--- src/rtl/blkmem_pkg.sv ---
package blkmem_pkg;

    typedef enum logic [2:0] {
        ST_IDLE = 3'd0,
        ST_SRC  = 3'd1,
        ST_DST  = 3'd2,
        ST_FLG  = 3'd3,
        ST_WB   = 3'd4
    } eng_state_e;

    typedef struct packed {
        logic z;
        logic c;
        logic o;
        logic s;
    } cond_flags_t;

endpackage

--- src/rtl/blkmem_ptr_step.sv ---
module blkmem_ptr_step #(
    parameter int HALF_W = 8
) (
    input  logic                  dec,
    input  logic [2*HALF_W-1:0]   cur,
    output logic [2*HALF_W-1:0]   nxt
);
    localparam int PTR_W = 2 * HALF_W;

    logic [HALF_W-1:0] lo_cur, hi_cur, lo_nxt, hi_nxt;
    logic              chain;

    assign lo_cur = cur[HALF_W-1:0];
    assign hi_cur = cur[PTR_W-1:HALF_W];

    always_comb begin
        if (dec) begin
            chain  = (lo_cur == '0);
            lo_nxt = lo_cur - {{(HALF_W-1){1'b0}}, 1'b1};
            hi_nxt = hi_cur - {{(HALF_W-1){1'b0}}, chain};
        end else begin
            chain  = (lo_cur == '1);
            lo_nxt = lo_cur + {{(HALF_W-1){1'b0}}, 1'b1};
            hi_nxt = hi_cur + {{(HALF_W-1){1'b0}}, chain};
        end
    end

    assign nxt = {hi_nxt, lo_nxt};

endmodule

--- src/rtl/blkmem_flag_calc.sv ---
module blkmem_flag_calc
    import blkmem_pkg::*;
#(
    parameter int W = 8
) (
    input  logic [W-1:0] lhs,
    input  logic [W-1:0] rhs,
    output cond_flags_t  flg
);
    logic [W:0] diff_ext;

    always_comb begin
        diff_ext = {1'b0, lhs} - {1'b0, rhs};
        flg.z    = (diff_ext[W-1:0] == '0);
        flg.c    = diff_ext[W];
        flg.o    = (lhs[W-1] != rhs[W-1]) && (diff_ext[W-1] != lhs[W-1]);
        flg.s    = diff_ext[W-1];
    end

endmodule

--- src/rtl/blkmem_engine.sv ---
module blkmem_engine
    import blkmem_pkg::*;
#(
    parameter int DATA_W = 8
) (
    input  logic                  clk,
    input  logic                  rst_n,
    input  logic                  start,
    input  logic [1:0]            op,
    input  logic [DATA_W-1:0]     a_in,
    input  logic [DATA_W-1:0]     x_in,
    input  logic [DATA_W-1:0]     b_in,
    input  logic [DATA_W-1:0]     y_in,
    output logic                  busy,
    output logic                  done,
    output logic [DATA_W-1:0]     a_out,
    output logic [DATA_W-1:0]     x_out,
    output logic [DATA_W-1:0]     b_out,
    output logic [DATA_W-1:0]     y_out,
    output logic                  flags_we,
    output logic [3:0]            flags_out,
    output logic [2*DATA_W-1:0]   mem_addr,
    output logic                  mem_we,
    output logic [DATA_W-1:0]     mem_wdata,
    input  logic [DATA_W-1:0]     mem_rdata
);
    localparam int PTR_W  = 2 * DATA_W;
    localparam int N_PTRS = 2;

    typedef struct packed {
        eng_state_e          st;
        logic                cmp;
        logic                dec;
        logic [PTR_W-1:0]    src;
        logic [PTR_W-1:0]    dst;
        logic [DATA_W-1:0]   sbyte;
        cond_flags_t         flg;
    } eng_regs_t;

    eng_regs_t   r_d, r_q;
    cond_flags_t flg_new;

    logic [PTR_W-1:0] ptr_cur [N_PTRS];
    logic [PTR_W-1:0] ptr_nxt [N_PTRS];

    assign ptr_cur[0] = r_q.src;
    assign ptr_cur[1] = r_q.dst;

    for (genvar gi = 0; gi < N_PTRS; gi++) begin : g_step
        blkmem_ptr_step #(.HALF_W(DATA_W)) u_step (
            .dec (r_q.dec),
            .cur (ptr_cur[gi]),
            .nxt (ptr_nxt[gi])
        );
    end

    blkmem_flag_calc #(.W(DATA_W)) u_flags (
        .lhs (r_q.sbyte),
        .rhs (mem_rdata),
        .flg (flg_new)
    );

    always_comb begin
        r_d       = r_q;
        mem_addr  = r_q.src;
        mem_we    = 1'b0;
        mem_wdata = mem_rdata;
        unique case (r_q.st)
            ST_IDLE: begin
                if (start) begin
                    r_d.st  = ST_SRC;
                    r_d.cmp = op[1];
                    r_d.dec = op[0];
                    r_d.src = {a_in, x_in};
                    r_d.dst = {b_in, y_in};
                end
            end
            ST_SRC: begin
                mem_addr = r_q.src;
                r_d.st   = ST_DST;
            end
            ST_DST: begin
                mem_addr  = r_q.dst;
                mem_we    = !r_q.cmp;
                r_d.sbyte = mem_rdata;
                r_d.st    = ST_FLG;
            end
            ST_FLG: begin
                mem_addr = r_q.dst;
                if (r_q.cmp) begin
                    r_d.flg = flg_new;
                end
                r_d.st = ST_WB;
            end
            ST_WB: begin
                r_d.st = ST_IDLE;
            end
            default: begin
                r_d.st = ST_IDLE;
            end
        endcase
    end

    always_ff @(posedge clk) begin
        if (!rst_n) begin
            r_q <= '0;
        end else begin
            r_q <= r_d;
        end
    end

    assign busy      = (r_q.st != ST_IDLE);
    assign done      = (r_q.st == ST_WB);
    assign flags_we  = done && r_q.cmp;
    assign flags_out = r_q.flg;
    assign a_out     = ptr_nxt[0][PTR_W-1:DATA_W];
    assign x_out     = ptr_nxt[0][DATA_W-1:0];
    assign b_out     = ptr_nxt[1][PTR_W-1:DATA_W];
    assign y_out     = ptr_nxt[1][DATA_W-1:0];

endmodule

--- config.mk ---
export PLATFORM = sky130hd
export DESIGN_NAME = blkmem_engine
export DESIGN_NICKNAME = d
export VERILOG_FILES = /design/src/rtl/blkmem_pkg.sv /design/src/rtl/blkmem_ptr_step.sv /design/src/rtl/blkmem_flag_calc.sv /design/src/rtl/blkmem_engine.sv
export SDC_FILE = /design/constraint.sdc
export NUM_CORES = 1
export LEC_CHECK = 0
export BUFFER_PORTS_ARGS = -buffer_cell sky130_fd_sc_hd__buf_2
export CORE_ASPECT_RATIO = 2
export CORE_UTILIZATION = 30
export CTS_BUF_LIST = sky130_fd_sc_hd__clkbuf_8
export DETAILED_ROUTE_END_ITERATION = 10
export PLACE_DENSITY_LB_ADDON = 0.05
export SYNTH_ARGS = -nofsm -noshare
export SYNTH_HDL_FRONTEND = slang
export SYNTH_SLANG_ARGS = --single-unit
--- constraint.sdc ---
create_clock -name clk -period 3.4 [get_ports clk]
set_clock_uncertainty 0.1 [all_clocks]
set_input_delay 0.51 -clock clk [delete_from_list [all_inputs] [get_ports clk]]
set_output_delay 0.51 -clock clk [all_outputs]
set_load 0.03 [all_outputs]
Word level (Yosys, flattened, before mapping)
Cells that the tools add are included.
{"block": "op_classes", "magnitude_cmp": 0, "bitwise_logic": 0, "n_addsub": 9, "multipliers": 0, "eq_ne": 9, "n_mux": 8, "shifts": 0, "div_mod_pow": 0, "n_reduce_logical": 11}
{"op": "37-bit 2-to-1 mux", "count": 1}
{"op": "8-bit 2-to-1 mux", "count": 4}
{"op": "8-bit zero test", "count": 3}
{"op": "8-bit by 1-bit adder with 8-bit output", "count": 2}
{"op": "8-bit by 1-bit adder with 8-bit output, second input constant", "count": 2}
{"op": "8-bit == test, second input constant", "count": 2}
{"op": "16-bit 2-to-1 mux", "count": 1}
{"op": "8-bit by 1-bit subtractor with 8-bit output", "count": 2}
{"op": "8-bit by 1-bit subtractor with 8-bit output, second input constant", "count": 2}
{"op": "3-bit one-hot mux with 4 select lines", "count": 1}
{"op": "8-bit by 8-bit subtractor with 9-bit output", "count": 1}
{"op": "3-bit by 2-bit == test with 1-bit output, second input constant", "count": 2}
{"op": "2-bit AND reduction", "count": 2}
{"op": "3-bit by 1-bit == test with 1-bit output, second input constant", "count": 1}
{"op": "3-bit == test, second input constant", "count": 1}
{"op": "3-bit zero test", "count": 1}
{"op": "3-bit nonzero test", "count": 1}
{"op": "1-bit logical AND", "count": 2}
{"op": "1-bit != test", "count": 2}
{"op": "2-bit != test, second input constant", "count": 1}
{"op": "2-bit OR reduction", "count": 1}
{"op": "1-bit zero test", "count": 1}
{"op": "1-bit 2-to-1 mux", "count": 1}
{"block": "word_totals", "latchBits": 0, "mem_bits_rw": 0, "romBits": 0, "reg_bits": 49, "elab_cells": 47, "memories": 0, "inputBits": 45, "out_inout_bits": 64}

Longest topological paths before layout
{"block": "logic_depth", "ltp_word": 3, "ltp_mapped": 13}

Hierarchy
A second synthesis with hierarchy kept.
{"block": "hier_totals", "cells_unflattened": 493, "area_unflattened_um2": 4077.7}
{"module": "blkmem_engine", "cells_per_inst": 248, "area_per_inst_um2": 2321.0, "n_inst": 1}
{"module": "blkmem_ptr_step", "cells_per_inst": 93, "area_per_inst_um2": 681.9, "n_inst": 2}
{"module": "blkmem_flag_calc", "cells_per_inst": 59, "area_per_inst_um2": 392.9, "n_inst": 1}

Least setup slack after synthesis
No wires, ideal clock.
{"block": "synth_timing", "path_type": "register to output", "from": "reg r_q[44] (netlist bit)", "to": "out a_out[5]", "arrival_time_ps": 2995, "required_ps": 2790, "path_stages_with_launch": 11, "path_slack_ps": -205, "cell_sequence": "dfxtp_1 > buf_6 > nand2b_1 > nor3_4 > inv_2 > ha_1 > a21bo_2 > a211oi_1 > nor2_1 > maj3_1 > xnor2_1"}
{"block": "synth_between", "elab_chain_cells": 1}
{"item": "start, declared", "line_no": "blkmem_engine.sv:40", "source": "eng_regs_t r_d, r_q;"}
{"item": "start signal, assigned", "line_no": "blkmem_engine.sv:108", "source": "r_q <= r_d;"}
{"item": "8-bit 2-to-1 mux", "line_no": "blkmem_ptr_step.sv:17", "source": "if (dec) begin"}
{"item": "end, declared", "line_no": "blkmem_engine.sv:16", "source": "output logic [DATA_W-1:0] a_out,"}
Every way passes these cells.

Worst setup path in the final report
{"block": "layout_timing", "from": "reg r_q, in the netlist ptr_cur[3]", "to": "out b_out[7]"}
{"block": "layout_between", "elab_chain_cells": 3, "word_cells_on_any_way": 5}
{"item": "8-bit == test or 8-bit zero test (tied branches)", "line_no": "blkmem_ptr_step.sv:22, blkmem_ptr_step.sv:18"}
{"item": "8-bit by 1-bit adder with 8-bit output or 8-bit by 1-bit subtractor with 8-bit output (tied branches)", "line_no": "blkmem_ptr_step.sv:24, blkmem_ptr_step.sv:20"}
{"item": "8-bit 2-to-1 mux (*)", "line_no": "blkmem_ptr_step.sv:17"}
{"item": "end, declared", "line_no": "blkmem_engine.sv:18", "source": "output logic [DATA_W-1:0] b_out,"}
Every way passes the cells marked *; elsewhere a longest branch is shown, timed or not.

==> impl_metrics.ini <==
[route]
first_iter_violations = 98
wire_per_inst_microns = 16.4
vias = 3768
antenna_left = 0
drcViolationCount = 0
detail_route.vias_per_cell = 4.96
finalWirelength_mm = 12.5
dr.pass1.iters = 4

[power]
p_leak_nw = 2.37
switching_power_mw = 0.815
power_frac_clock = 0.176
p_int_mw = 1.13
switching_share = 0.419
combPwrFrac = 0.478
p_seq_frac = 0.346
p_per_area_nw_per_um2 = 384
irDropWorstVdd_mv = 0.180

[critical_path]
worstSetupPathType = flop to primary output
required_ps = 2790
crit_fanout = 2
worstSetupStartpointType = flop
crit_arrival_ps = 3210
critPathCaptureType = primary output

[die]
io_pins = 109
die_w_microns = 82.0
coreArea_sq_um = 12600
initial_core_util = 0.306
die_y_microns = 162
die_area_sq_um = 13300
num_rows = 58

[global_route]
grt_usage = 0.195
grt_pass1_vias = 3832
gr-total-overflow = 0
antenna_found_initial = 0
grt_first_pass_wirelength_mm = 19.3
grt_max_degree = 51

[clock_tree]
cts_hold_buf = 0
htree_levels = 2
numCtsBuffers = 5
insertion_delay_ps = 310
cts_tree = yes
clockBufferDepth = 2
root_buffer = clkbuf_8
cts_num_sinks = 49
clk_pin_slew_worst_paths_ps = 100

[placement]
preCtsSetupSlack_ps = -164
post_dp_cell_area_sq_um = 4690
gp_congestion = 0.749
place_inst = 745
dp_hpwl_mm = 9.70
io_buffers = 108

[logic_synthesis]
yosys_warnings = 0
syn_area_per_cell_sq_um = 7.89
ys_types = 55
ys.flop_type = dfxtp_1
synth_edf_count = 0
syn-num-nets = 565
synth-seq-cells = 49
synth_cells = 487
ys_async_sr_fraction = 0
seq_area_frac_synth = 0.255
synth_area_sq_um = 3840

[sta]
tightestPinTransition_ps = 651
setup_viol = 7
timing.final.ws_setup_ps = -424
hold_viol_final = 0
slew_violations = 0
fin_crit_ps = 3820
fin_crit_sh = 1.12
final.setup.tns_ps = -1580
fmax_mhz = 262
rsz0062_at_grt = yes
timing.slew.headroom = 0.564

[layout]
fin_cells = 760
drive_above_1_share = 0.366
diodes = 0
areaGrowthSynthToFinish_pct = 32.0
mostFrequentLayoutCells = buf_2 (98), nand2_1 (94), a21boi_0 (45)
fin_nets = 687
final_common_cell = buf_2
fin_area_sq_um = 5070
fillers = 1348

[run_status]
status = complete, but fails checks
violations = negative setup slack

[hold_path]
hold_class = primary input to flop

[job]
maxCapViolCount = 0
## Yosys cell counts (all sizes together) (7+ instances only)
master,count,area share
nor2,25,0.024
nand2,94,0.092
inv,34,0.034
buf,19,0.034
xnor2,21,0.048
a21oi,13,0.017
clkbuf,16,0.016
dfxtp,49,0.26
o21ai,19,0.025
a21boi,45,0.088
xor2,7,0.016
nor3,8,0.016
mux2,13,0.038
ha,30,0.098
## logic make-up (layout without fill, tap and decap cells)
family,after synthesis,in the layout,synth area share
buffers and inverters,69,192,0.0837
XOR/XNOR,28,28,0.0638
flip-flops,49,49,0.255
AO/OA/AOI/OAI,120,120,0.221
adder cells (fa/ha/maj),34,34,0.116
AND/OR/NAND/NOR,169,169,0.209
multiplexers,18,18,0.0511
## power groups by stage
stage / Combinational, mW / Sequential, mW / Clock [mW]
3_3_place_gp: 0.856 / 0.681 / 0
6_report: 0.930 / 0.673 / 0.342
4_1_cts: 0.912 / 0.672 / 0.364
3_5_place_dp: 0.860 / 0.682 / 0
5_1_grt: 1.01 / 0.680 / 0.383
2_1_floorplan: 0.606 / 0.661 / 0
## critical path, cell delays in order, from the launching register on
cell	delay, ps
dfxtp_1	310
or4_1	490
or3_1	320
o41ai_2	240
ha_2	250
buf_4	100
buf_4	100
or3b_2	450
a21oi_2	150
o31ai_1	80
o41ai_2	80
xor2_2	180
buf_6	150
## final cells by class
cell class / count / area, sq um / share of cell area
clock inverters: 3 / 11.3 / 0.00222
repair buffers: 150 / 911 / 0.180
clock buffers: 5 / 68.8 / 0.0136
flip-flops and latches: 49 / 995 / 0.196
multi-input cells: 369 / 2770 / 0.546
inverters: 34 / 130 / 0.0257
well taps: 150 / 188 / 0.0370
## path summary, 6_finish.rpt
check,slack [ps],from,cells after the start,end
min reg2reg,370,flags_out[0]$_SDFFE_PN0P_,2,flags_out[0]$_SDFFE_PN0P_
min,320,x_in[5],3,ptr_cur[21]$_SDFFE_PN0P_
max reg2reg,920,r_q[4]$_SDFFE_PN0N_,8,flags_out[3]$_SDFFE_PN0P_
max,-420,ptr_cur[3]$_SDFFE_PN0P_,12,b_out[7]
## state kept, by name, summed over array words and instances (netlist names)
register,count
ptr_cur,32
flags_out,4
r_q,13
## what timing repair did
action,in CTS,in global routing
endpoints found under the setup margin,9,10
pin swaps,12,17
endpoints found under the hold margin,0,0
setup buffers,6,2
gates resized for setup,39,22
## metal layers
metal / track usage / wire length (microns) / vias to the layer above
li1: - / - / 1910
met1: 0.184 / 4450 / 1771
met2: 0.404 / 7380 / 78
met3: 0.0275 / 433 / 9
met4: 0.0558 / 204 / 0
met5: 0 / 0 / -
## per-stage QoR
stage / utilization / power [mW] / hold slack, ps
finish: 0.404 / 1.95 / 323
detailed placement: 0.373 / 1.54 / 355
global placement: 0.373 / 1.54 / 354
CTS: 0.395 / 1.95 / 311
floorplan: - / 1.27 / 343
global route: 0.404 / 2.07 / 326
No activity file was read; power rests on OpenSTA's default activity.
